## config.mk

```make
export PLATFORM = sky130hd
export DESIGN_NAME = mdio_mgmt_master
export DESIGN_NICKNAME = d
export VERILOG_FILES = /design/src/rtl/mdio_mgmt_master.sv
export SDC_FILE = /design/constraint.sdc
export NUM_CORES = 1
export LEC_CHECK = 0
export ABC_AREA = 0
export BUFFER_PORTS_ARGS = -buffer_cell sky130_fd_sc_hd__buf_2
export CAP_MARGIN = 20
export CELL_PAD_IN_SITES_DETAIL_PLACEMENT = 1
export CELL_PAD_IN_SITES_GLOBAL_PLACEMENT = 2
export CORE_UTILIZATION = 35
export DETAILED_ROUTE_END_ITERATION = 10
export PLACE_DENSITY = 0.7
export SETUP_SLACK_MARGIN = 0.3
export SKIP_LAST_GASP = 1
export SYNTH_ARGS = -nofsm -noshare
export SYNTH_HDL_FRONTEND = slang
export SYNTH_SLANG_ARGS = --single-unit
```

## constraint.sdc

```tcl
create_clock -name clk -period 14.1 [get_ports clk]
set_input_delay 0 -clock clk [delete_from_list [all_inputs] [get_ports clk]]
set_output_delay 0 -clock clk [all_outputs]
set_load 0.05 [all_outputs]
```

## src/rtl/mdio_mgmt_master.sv

```systemverilog
module mdio_mgmt_master #(
  parameter int DIV_W = 8,
  parameter int DVD_W = 4,
  parameter logic [31:0] RATE_RST = 32'h0001_0002
) (
  input  logic        clk,
  input  logic        rst_n,
  input  logic        reg_wr,
  input  logic [11:0] reg_addr,
  input  logic [31:0] reg_wdata,
  output logic [31:0] reg_rdata,
  output logic        mdc,
  output logic        mdio_o,
  output logic        mdio_oe,
  input  logic        mdio_i,
  output logic        bus_int,
  output logic [2:0]  bus_idx,
  output logic        ext_block
);
  localparam int CNT_W = DIV_W + DVD_W + 1;
  localparam logic [11:0] A_RATE_EXT = 12'h000, A_RATE_INT = 12'h004, A_SCAN = 12'h008,
                          A_PARAM = 12'h23C, A_RDATA = 12'h240, A_ADDR = 12'h244,
                          A_CTRL = 12'h248, A_STAT = 12'h24C;

  typedef enum logic [1:0] {S_IDLE, S_RUN, S_DONE} st_t;

  st_t              st;
  logic [DIV_W-1:0] div_ext, div_int;
  logic [DVD_W-1:0] dvd_ext, dvd_int;
  logic             scan_ovr;
  logic [25:0]      param_q;
  logic [20:0]      addr_q;
  logic [1:0]       op_q;
  logic [15:0]      rdata_q, rd_sh;
  logic [CNT_W-1:0] per_q, cnt, cnt_nx, half, prod, per_new;
  logic [DIV_W-1:0] dsel, eff;
  logic [DVD_W-1:0] vsel;
  logic [5:0]       bitn;
  logic [63:0]      sh;
  logic             last;
  logic             unused_wdata;

  wire busy    = (st == S_RUN);
  wire c45     = param_q[21];
  wire [4:0] phy = param_q[20:16];
  wire wr_ctrl = reg_wr && (reg_addr == A_CTRL);
  wire start   = wr_ctrl && (st == S_IDLE) && (reg_wdata == 32'd1 || reg_wdata == 32'd2);
  wire rdframe = (op_q == 2'd2) && last;
  wire bit_end = (cnt == per_q - CNT_W'(1));

  assign unused_wdata = ^reg_wdata;

  assign dsel    = param_q[25] ? div_int : div_ext;
  assign vsel    = param_q[25] ? dvd_int : dvd_ext;
  assign eff     = (dsel == '0) ? DIV_W'(1) : dsel;
  assign prod    = CNT_W'(eff) * (CNT_W'(vsel) + CNT_W'(1));
  assign per_new = (prod < CNT_W'(2)) ? CNT_W'(2) : prod;
  assign half    = per_q >> 1;
  assign cnt_nx  = bit_end ? '0 : cnt + CNT_W'(1);

  function automatic logic [63:0] mk(input logic [1:0] s, input logic [1:0] o,
                                     input logic [4:0] a, input logic [4:0] b,
                                     input logic [15:0] d);
    return {32'hFFFF_FFFF, s, o, a, b, 2'b10, d};
  endfunction

  wire [63:0] f_c22_wr = mk(2'b01, 2'b01, phy, addr_q[4:0], param_q[15:0]);
  wire [63:0] f_c22_rd = mk(2'b01, 2'b10, phy, addr_q[4:0], 16'hFFFF);
  wire [63:0] f_c45_ad = mk(2'b00, 2'b00, phy, addr_q[20:16], addr_q[15:0]);
  wire [63:0] f_c45_dt = (op_q == 2'd2) ? mk(2'b00, 2'b11, phy, addr_q[20:16], 16'hFFFF)
                                        : mk(2'b00, 2'b01, phy, addr_q[20:16], param_q[15:0]);

  assign mdio_o    = sh[63];
  assign mdio_oe   = busy && !(rdframe && bitn >= 6'd47);
  assign bus_int   = param_q[25];
  assign bus_idx   = param_q[24:22];
  assign ext_block = scan_ovr;

  always_ff @(posedge clk or negedge rst_n) begin
    if (!rst_n) begin
      div_ext  <= RATE_RST[DIV_W-1:0];
      div_int  <= RATE_RST[DIV_W-1:0];
      dvd_ext  <= RATE_RST[16 +: DVD_W];
      dvd_int  <= RATE_RST[16 +: DVD_W];
      scan_ovr <= 1'b0;
      param_q  <= '0;
      addr_q   <= '0;
    end else if (reg_wr) begin
      case (reg_addr)
        A_RATE_EXT: begin div_ext <= reg_wdata[DIV_W-1:0]; dvd_ext <= reg_wdata[16 +: DVD_W]; end
        A_RATE_INT: begin div_int <= reg_wdata[DIV_W-1:0]; dvd_int <= reg_wdata[16 +: DVD_W]; end
        A_SCAN:     scan_ovr <= reg_wdata[28];
        A_PARAM:    if (!busy) param_q <= reg_wdata[25:0];
        A_ADDR:     if (!busy) addr_q <= reg_wdata[20:0];
        default: ;
      endcase
    end
  end

  always_ff @(posedge clk or negedge rst_n) begin
    if (!rst_n) begin
      st <= S_IDLE; op_q <= '0; per_q <= CNT_W'(2); cnt <= '0; bitn <= '0;
      sh <= '0; last <= 1'b0; mdc <= 1'b0; rd_sh <= '0; rdata_q <= '0;
    end else if (wr_ctrl && reg_wdata == 32'd0) begin
      st <= S_IDLE; op_q <= '0; mdc <= 1'b0;
    end else if (start) begin
      st    <= S_RUN;
      op_q  <= reg_wdata[1:0];
      per_q <= per_new;
      cnt   <= '0;
      bitn  <= '0;
      mdc   <= 1'b0;
      last  <= !c45;
      sh    <= c45 ? f_c45_ad : (reg_wdata[1] ? f_c22_rd : f_c22_wr);
    end else if (busy) begin
      cnt <= cnt_nx;
      mdc <= (cnt_nx >= half);
      if (cnt_nx == half && rdframe && bitn >= 6'd48) rd_sh <= {rd_sh[14:0], mdio_i};
      if (bit_end) begin
        if (bitn == 6'd63) begin
          bitn <= '0;
          if (last) begin
            st <= S_DONE;
            if (op_q == 2'd2) rdata_q <= rd_sh;
          end else begin
            last <= 1'b1;
            sh   <= f_c45_dt;
          end
        end else begin
          bitn <= bitn + 6'd1;
          sh   <= sh << 1;
        end
      end
    end
  end

  always_comb begin
    case (reg_addr)
      A_RATE_EXT: reg_rdata = 32'(div_ext) | (32'(dvd_ext) << 16);
      A_RATE_INT: reg_rdata = 32'(div_int) | (32'(dvd_int) << 16);
      A_SCAN:     reg_rdata = 32'(scan_ovr) << 28;
      A_PARAM:    reg_rdata = 32'(param_q);
      A_RDATA:    reg_rdata = 32'(rdata_q);
      A_ADDR:     reg_rdata = 32'(addr_q);
      A_CTRL:     reg_rdata = 32'(op_q);
      A_STAT:     reg_rdata = 32'(st == S_DONE);
      default:    reg_rdata = '0;
    endcase
  end

  assert_start_gated_R3: assert property (@(posedge clk) disable iff (!rst_n)
    (st == S_DONE && wr_ctrl && reg_wdata != 32'd0) |=> (st == S_DONE));

  assert_mdio_hold_R7: assert property (@(posedge clk) disable iff (!rst_n)
    (busy && mdc && $past(mdc)) |-> ($stable(mdio_o) && $stable(mdio_oe)));

  assert_idle_quiet_R8: assert property (@(posedge clk) disable iff (!rst_n)
    (!busy && !$past(busy)) |-> (!mdc && !mdio_oe));

  assert_clear_done_R10: assert property (@(posedge clk) disable iff (!rst_n)
    (wr_ctrl && reg_wdata == 32'd0) |=> (st == S_IDLE && !mdc && !mdio_oe));

  assert_param_lock_R11: assert property (@(posedge clk) disable iff (!rst_n)
    (busy && reg_wr && (reg_addr == A_PARAM || reg_addr == A_ADDR)) |=> ($stable(param_q) && $stable(addr_q)));
endmodule

```

## Yosys cells after proc, flatten, opt, wreduce, memory -nomap -nowiden

Cells that the tools add are included.

| word-level totals | value |
|---|---|
| bits in registers | 206 |
| latch bits | 0 |
| memory bits (writable) | 0 |
| memory bits (read-only) | 0 |
| output and inout port bits | 40 |
| logic and storage cells | 119 |
| memories kept | 0 |

| operators by class | value |
|---|---|
| $add $sub $neg | 4 |
| $mul | 1 |
| div/mod/pow operators | 0 |
| order comparisons | 4 |
| equal/unequal tests | 16 |
| shifts and indexed selects | 0 |
| multiplexer cells | 35 |
| bitwise operators | 5 |
| reductions and logical operators | 37 |

Operators by type and width:

| kind | number |
|---|---|
| $mux 64 | 5 |
| $pmux 29 s8 | 1 |
| $eq 12x10->1 const B | 5 |
| $mux 30 | 2 |
| $mux 13 | 4 |
| $or 8x20->20 | 2 |
| $eq 32x1->1 const B | 1 |
| $eq 32x2->1 const B | 1 |
| $logic_not 32->1 | 1 |
| $mux 31 | 1 |
| $mux 6 | 4 |
| $mux 2 | 8 |
| $mux 8 | 2 |
| $reduce_and 4->1 | 4 |
| $add 13x1->13 const B | 1 |
| $eq 13x12->1 | 1 |
| $eq 13x13->1 | 1 |
| $ge 13x12->1 | 1 |
| $lt 13x2->1 const B | 1 |
| $mul 8x5->13 | 1 |
| $sub 13x1->13 const B | 1 |
| $eq 12x3->1 const B | 1 |
| $eq 12x4->1 const B | 1 |
| $ge 6x6->1 const B | 2 |
| 20 further kinds | 50 |

## Depth between registers and ports, before layout

| depth | value |
|---|---|
| depth in word-level cells | 7 |
| depth in mapped cells | 21 |
| gate-level depth less buffers | 20 |

## Least setup slack after synthesis

OpenSTA, ideal clock, no wires.

| timing path | value |
|---|---|
| path kind | register to register |
| start point | register param_q[25] |
| end point | register per_q[0] |
| setup time | 0.064 ns |
| arrival time | 5.858 ns |
| required time | 14.036 ns |
| path slack | 8.177 ns |
| stages on the path, launching flop included | 19 |
| path buffers | 2 |
| period minus slack after synthesis | 5.923 ns |
| path through | dfrtp_1 clkbuf_1 clkbuf_1 mux2_2 ha_1 xor2_1 or2_2 fa_1 fa_1 fa_1 inv_1 ha_1 o21a_1 a211o_1 a211o_1 a2111o_1 nand3_1 nand4b_1 o21a_1 |

| between the ends | value |
|---|---|
| cells in the longest elaborated chain, start to end | 6 |

Ends and longest elaborated chain:

| what | RTL line | source |
|---|---|---|
| from (decl) | 31 | `logic [25:0] param_q;` |
| from (signal assigned) | 93 | `A_PARAM: if (!busy) param_q <= reg_wdata[25:0];` |
| branches (longest 3 deep; another with $add 4x1->5) | - |  |
| $mul 8x5->13 * | 56 | `assign prod = CNT_W'(eff) * (CNT_W'(vsel) + CNT_W'(1));` |
| $lt 13x2->1 | 57 | `assign per_new = (prod < CNT_W'(2)) ? CNT_W'(2) : prod;` |
| $mux 13 * | 57 |  |
| to (signal assigned) | 109 | `per_q <= per_new;` |
| to (decl) | 35 | `logic [CNT_W-1:0] per_q, cnt, cnt_nx, half, prod, per_new;` |

Every way passes the cells marked *.
A chain may end at the register's enable or synchronous reset.

## Worst setup path after layout

Same ends and word-level chain as after synthesis.

==> results_dict.tcl <==
set metrics [dict create \
    wl_per_cell_um 20.4 \
    numCtsBuffers 26 \
    power_density_mw_per_mm2 89.3 \
    grt_setup_unrepaired "false" \
    grt_first_pass_wirelength_um 57400 \
    switching_share_pct 23.2 \
    path_max_fanout 18 \
    hold_viol_final 0 \
    dr.pass1.iters 6 \
    vias 9461 \
    r2r-start "param_q[25]" \
    nNetsFinal 1384 \
    dp_cells 1675 \
    synth-seq-area-share_pct 41.8 \
    path_cells "mux2i_1 > inv_1 > ha_1 > xor2_1 > or2_2 > fa_1 > fa_1 > fa_1 > inv_1 > ha_1 > o21a_1 > a211o_1 > a211o_1 > a2111o_1 > nand3_1 > nand4b_1 > o21a_1" \
    crit_family "adder cells" \
    synthesis.yosys.warnings 0 \
    reg2reg_to "per_q[0]" \
    fin_crit_sh_pct 43.6 \
    p_switching_uw 296 \
    synth_top_area_share_pct 40.7 \
    p_comb_share_pct 3.7 \
    ys.flop_type "dfrtp_1" \
    hp-class "in2reg" \
    slew_headroom_pct 26.5 \
    port_buffers 82 \
    cp_num_buf_inv 2 \
    syn_to_final_growth_pct 15.8 \
    cts_sinks 206 \
    start_kind "flip-flop" \
    postCtsSetupBuffers 0 \
    cp_common_cell "fa_1" \
    final.setup.worst_slack_ns 7.95 \
    crit_type "reg2reg" \
    syn-cell-area_mm2 0.0123 \
    arrival_ns 6.63 \
    cts_tree "yes" \
    grt_util_met3_pct 3.19 \
    synth.most_common_cell "dfrtp_1" \
    p_leak_nw 6.94 \
    place_congestion 0.801 \
    top_level_ports 88 \
    core_area_mm2 0.0346 \
    clockPowerShare_pct 49.9 \
    cts_root_buf "clkbuf_16" \
    drt_iter0_markers 520 \
    async_flop_share_pct 100 \
    clockBufferDepth 3 \
    p_seq_share_pct 46.5 \
    period_needed_ns 6.15 \
    grt_overflow 0 \
    endpoint "per_q[0]" \
    final_area_mm2 0.0143 \
    synth_edf_count 0 \
    yosys.area.top_type "dfrtp_1" \
    fmax_ghz 0.163 \
    use_met1_pct 27.8 \
    clk_pin_slew_ns 0.06 \
    outcome "finished clean" \
    ff2ff_path_depth 17 \
    synth_area_leaders "dfrtp_1 (41%), mux2_2 (8.4%), mux2i_1 (5.2%), ha_1 (3.7%), inv_1 (3.6%)" \
    wl_um 35900 \
    rows 68 \
    ant_nets 0 \
    drive_gt1_share_pct 21.7 \
    irDropWorstVdd_uv 84.8 \
    postLayoutCoreUtil_pct 41.3 \
    yosys_register_bits 206 \
    start_util_pct 35.7 \
    crit_slowest_cell "dfrtp_1" \
    dp_slack_ns 7.92 \
    synth_common_cells "dfrtp_1 (201), inv_1 (118), mux2_2 (92)" \
    grt_pass1_vias 9956 \
    finalSetupViolations 0 \
    final_cells 1758 \
    cp-startpoint "param_q[25]" \
    path_depth 17 \
    clk_latency_ns 0.55 \
    end_kind "flip-flop" \
    drv_slew 0 \
    critPathMaxStageDelay_ns 0.79 \
    htree_levels 1 \
    cp.required_ns 14.59 \
    fp.dieH_um 190 \
    track_usage_pct 20.3 \
    r2r_slack_ns 7.95 \
    via_per_inst 5.38 \
    die-area_mm2 0.0360 \
    grt_max_degree 84 \
    skew_ns 0.0363 \
    grt_antenna_before_repair 5 \
    tightestPinTransition_ns 1.10 \
    grt.met2_usage_pct 33.4 \
    synth_cell_types 78 \
    post_dp_cell_area_mm2 0.0131 \
    avgSynthCellArea_um2 10.4 \
    finalSetupTns_ns 0 \
    p_int_uw 980 \
    synth_cells 1187 \
    max_cap_violations 0 \
    dieWidth_um 190 \
    drcViolationCount 0 \
    top_usage_layer "met2" \
    hpwl_um 25400 \
]
logic make-up (layout without fill, tap and decap cells):
family | after synthesis | in the layout | synth area share [%]
buffers and inverters | 186 | 296 | 6.64
AO/OA/AOI/OAI | 190 | 190 | 11.2
AND/OR/NAND/NOR | 338 | 338 | 15.0
XOR/XNOR | 29 | 29 | 2.06
multiplexers | 182 | 182 | 16.6
other | 1 | 7 | 0.0304
flip-flops | 206 | 206 | 41.8
adder cells (fa/ha/maj) | 55 | 55 | 6.67
layout make-up:
class,count,area [um^2]
Antenna cell,2,5.00
Clock buffer,40,763
Clock inverter,8,57.6
Fill cell,3815,20300
Inverter,118,443
Multi-Input combinational cell,799,6390
Sequential cell,206,5160
Tap cell,455,569
Timing Repair Buffer,130,900
per-stage QoR:
| stage | total power [mW] | hold WS [ns] |
|---|---|---|
| after floorplan | 0.614 | -0.296 |
| after CTS | 1.29 | 0.0211 |
| after global placement | 0.642 | -0.0517 |
| final | 1.28 | 0.0592 |
| after detailed placement | 0.643 | -0.0458 |
| after global routing | 1.32 | 0.0491 |
timing repair:
item	4_1_cts	5_1_grt
endpoints found under the hold margin	125	0
setup endpoints to repair	0	0
hold buffers	31	0
gates resized for setup	0	0
power groups by stage:
stage | combinational (mW) | sequential [mW] | clock, mW
after detailed placement | 0.0391 | 0.604 | 0
final | 0.0467 | 0.593 | 0.636
after CTS | 0.0469 | 0.593 | 0.653
after global routing | 0.0514 | 0.593 | 0.675
after global placement | 0.0386 | 0.604 | 0
after floorplan | 0.00996 | 0.604 | 0
how the worst min path moves through the flow:
stage	from	end	slack [ns]	cells past startpoint
detailed placement	rst_n	cnt[8]	-0.05	1
finish	reg_wr	ext_block	0.06	4
floorplan	rst_n	addr_q[0]	-0.30	0
global placement	rst_n	cnt[8]	-0.05	1
CTS	reg_wr	ext_block	0.02	4
global route	reg_wr	ext_block	0.05	4
cell usage in the layout (no fill, tap or decap), types with 30 or more instances in the layout:
cell	n
dfrtp_1	201
inv_1	118
mux2_2	92
buf_2	81
nand2_1	73
nor2_1	71
mux2i_1	64
o21ai_0	42
a31oi_1	40
ha_1	37
dlygate4sd3_1	30
per-layer routing:
layer / share of wire [%] / up-vias
met5: 0.083 / -
met4: 2.2 / 4
met3: 4.5 / 55
met2: 47 / 181
met1: 46 / 4816
li1: - / 4405
flip-flops by register name (all words and copies together) (netlist names):
register	cells
sh	64
param_q	26
addr_q	21
rd_sh	16
rdata_q	16
cnt	13
per_q	13
div_ext	8
div_int	8
bitn	6
dvd_ext	4
dvd_int	4
op_q	2
st	2
ext_block	1
last	1
mdc	1
worst register-to-register path, stage by stage, from the launching register on:
cell	delay, ns
dfrtp_1	0.79
mux2i_1	0.51
inv_1	0.20
ha_1	0.30
xor2_1	0.52
or2_2	0.22
fa_1	0.44
fa_1	0.52
fa_1	0.54
inv_1	0.04
ha_1	0.36
o21a_1	0.23
a211o_1	0.33
a211o_1	0.32
a2111o_1	0.39
nand3_1	0.11
nand4b_1	0.16
o21a_1	0.14
(Power assumes the default switching activity.)
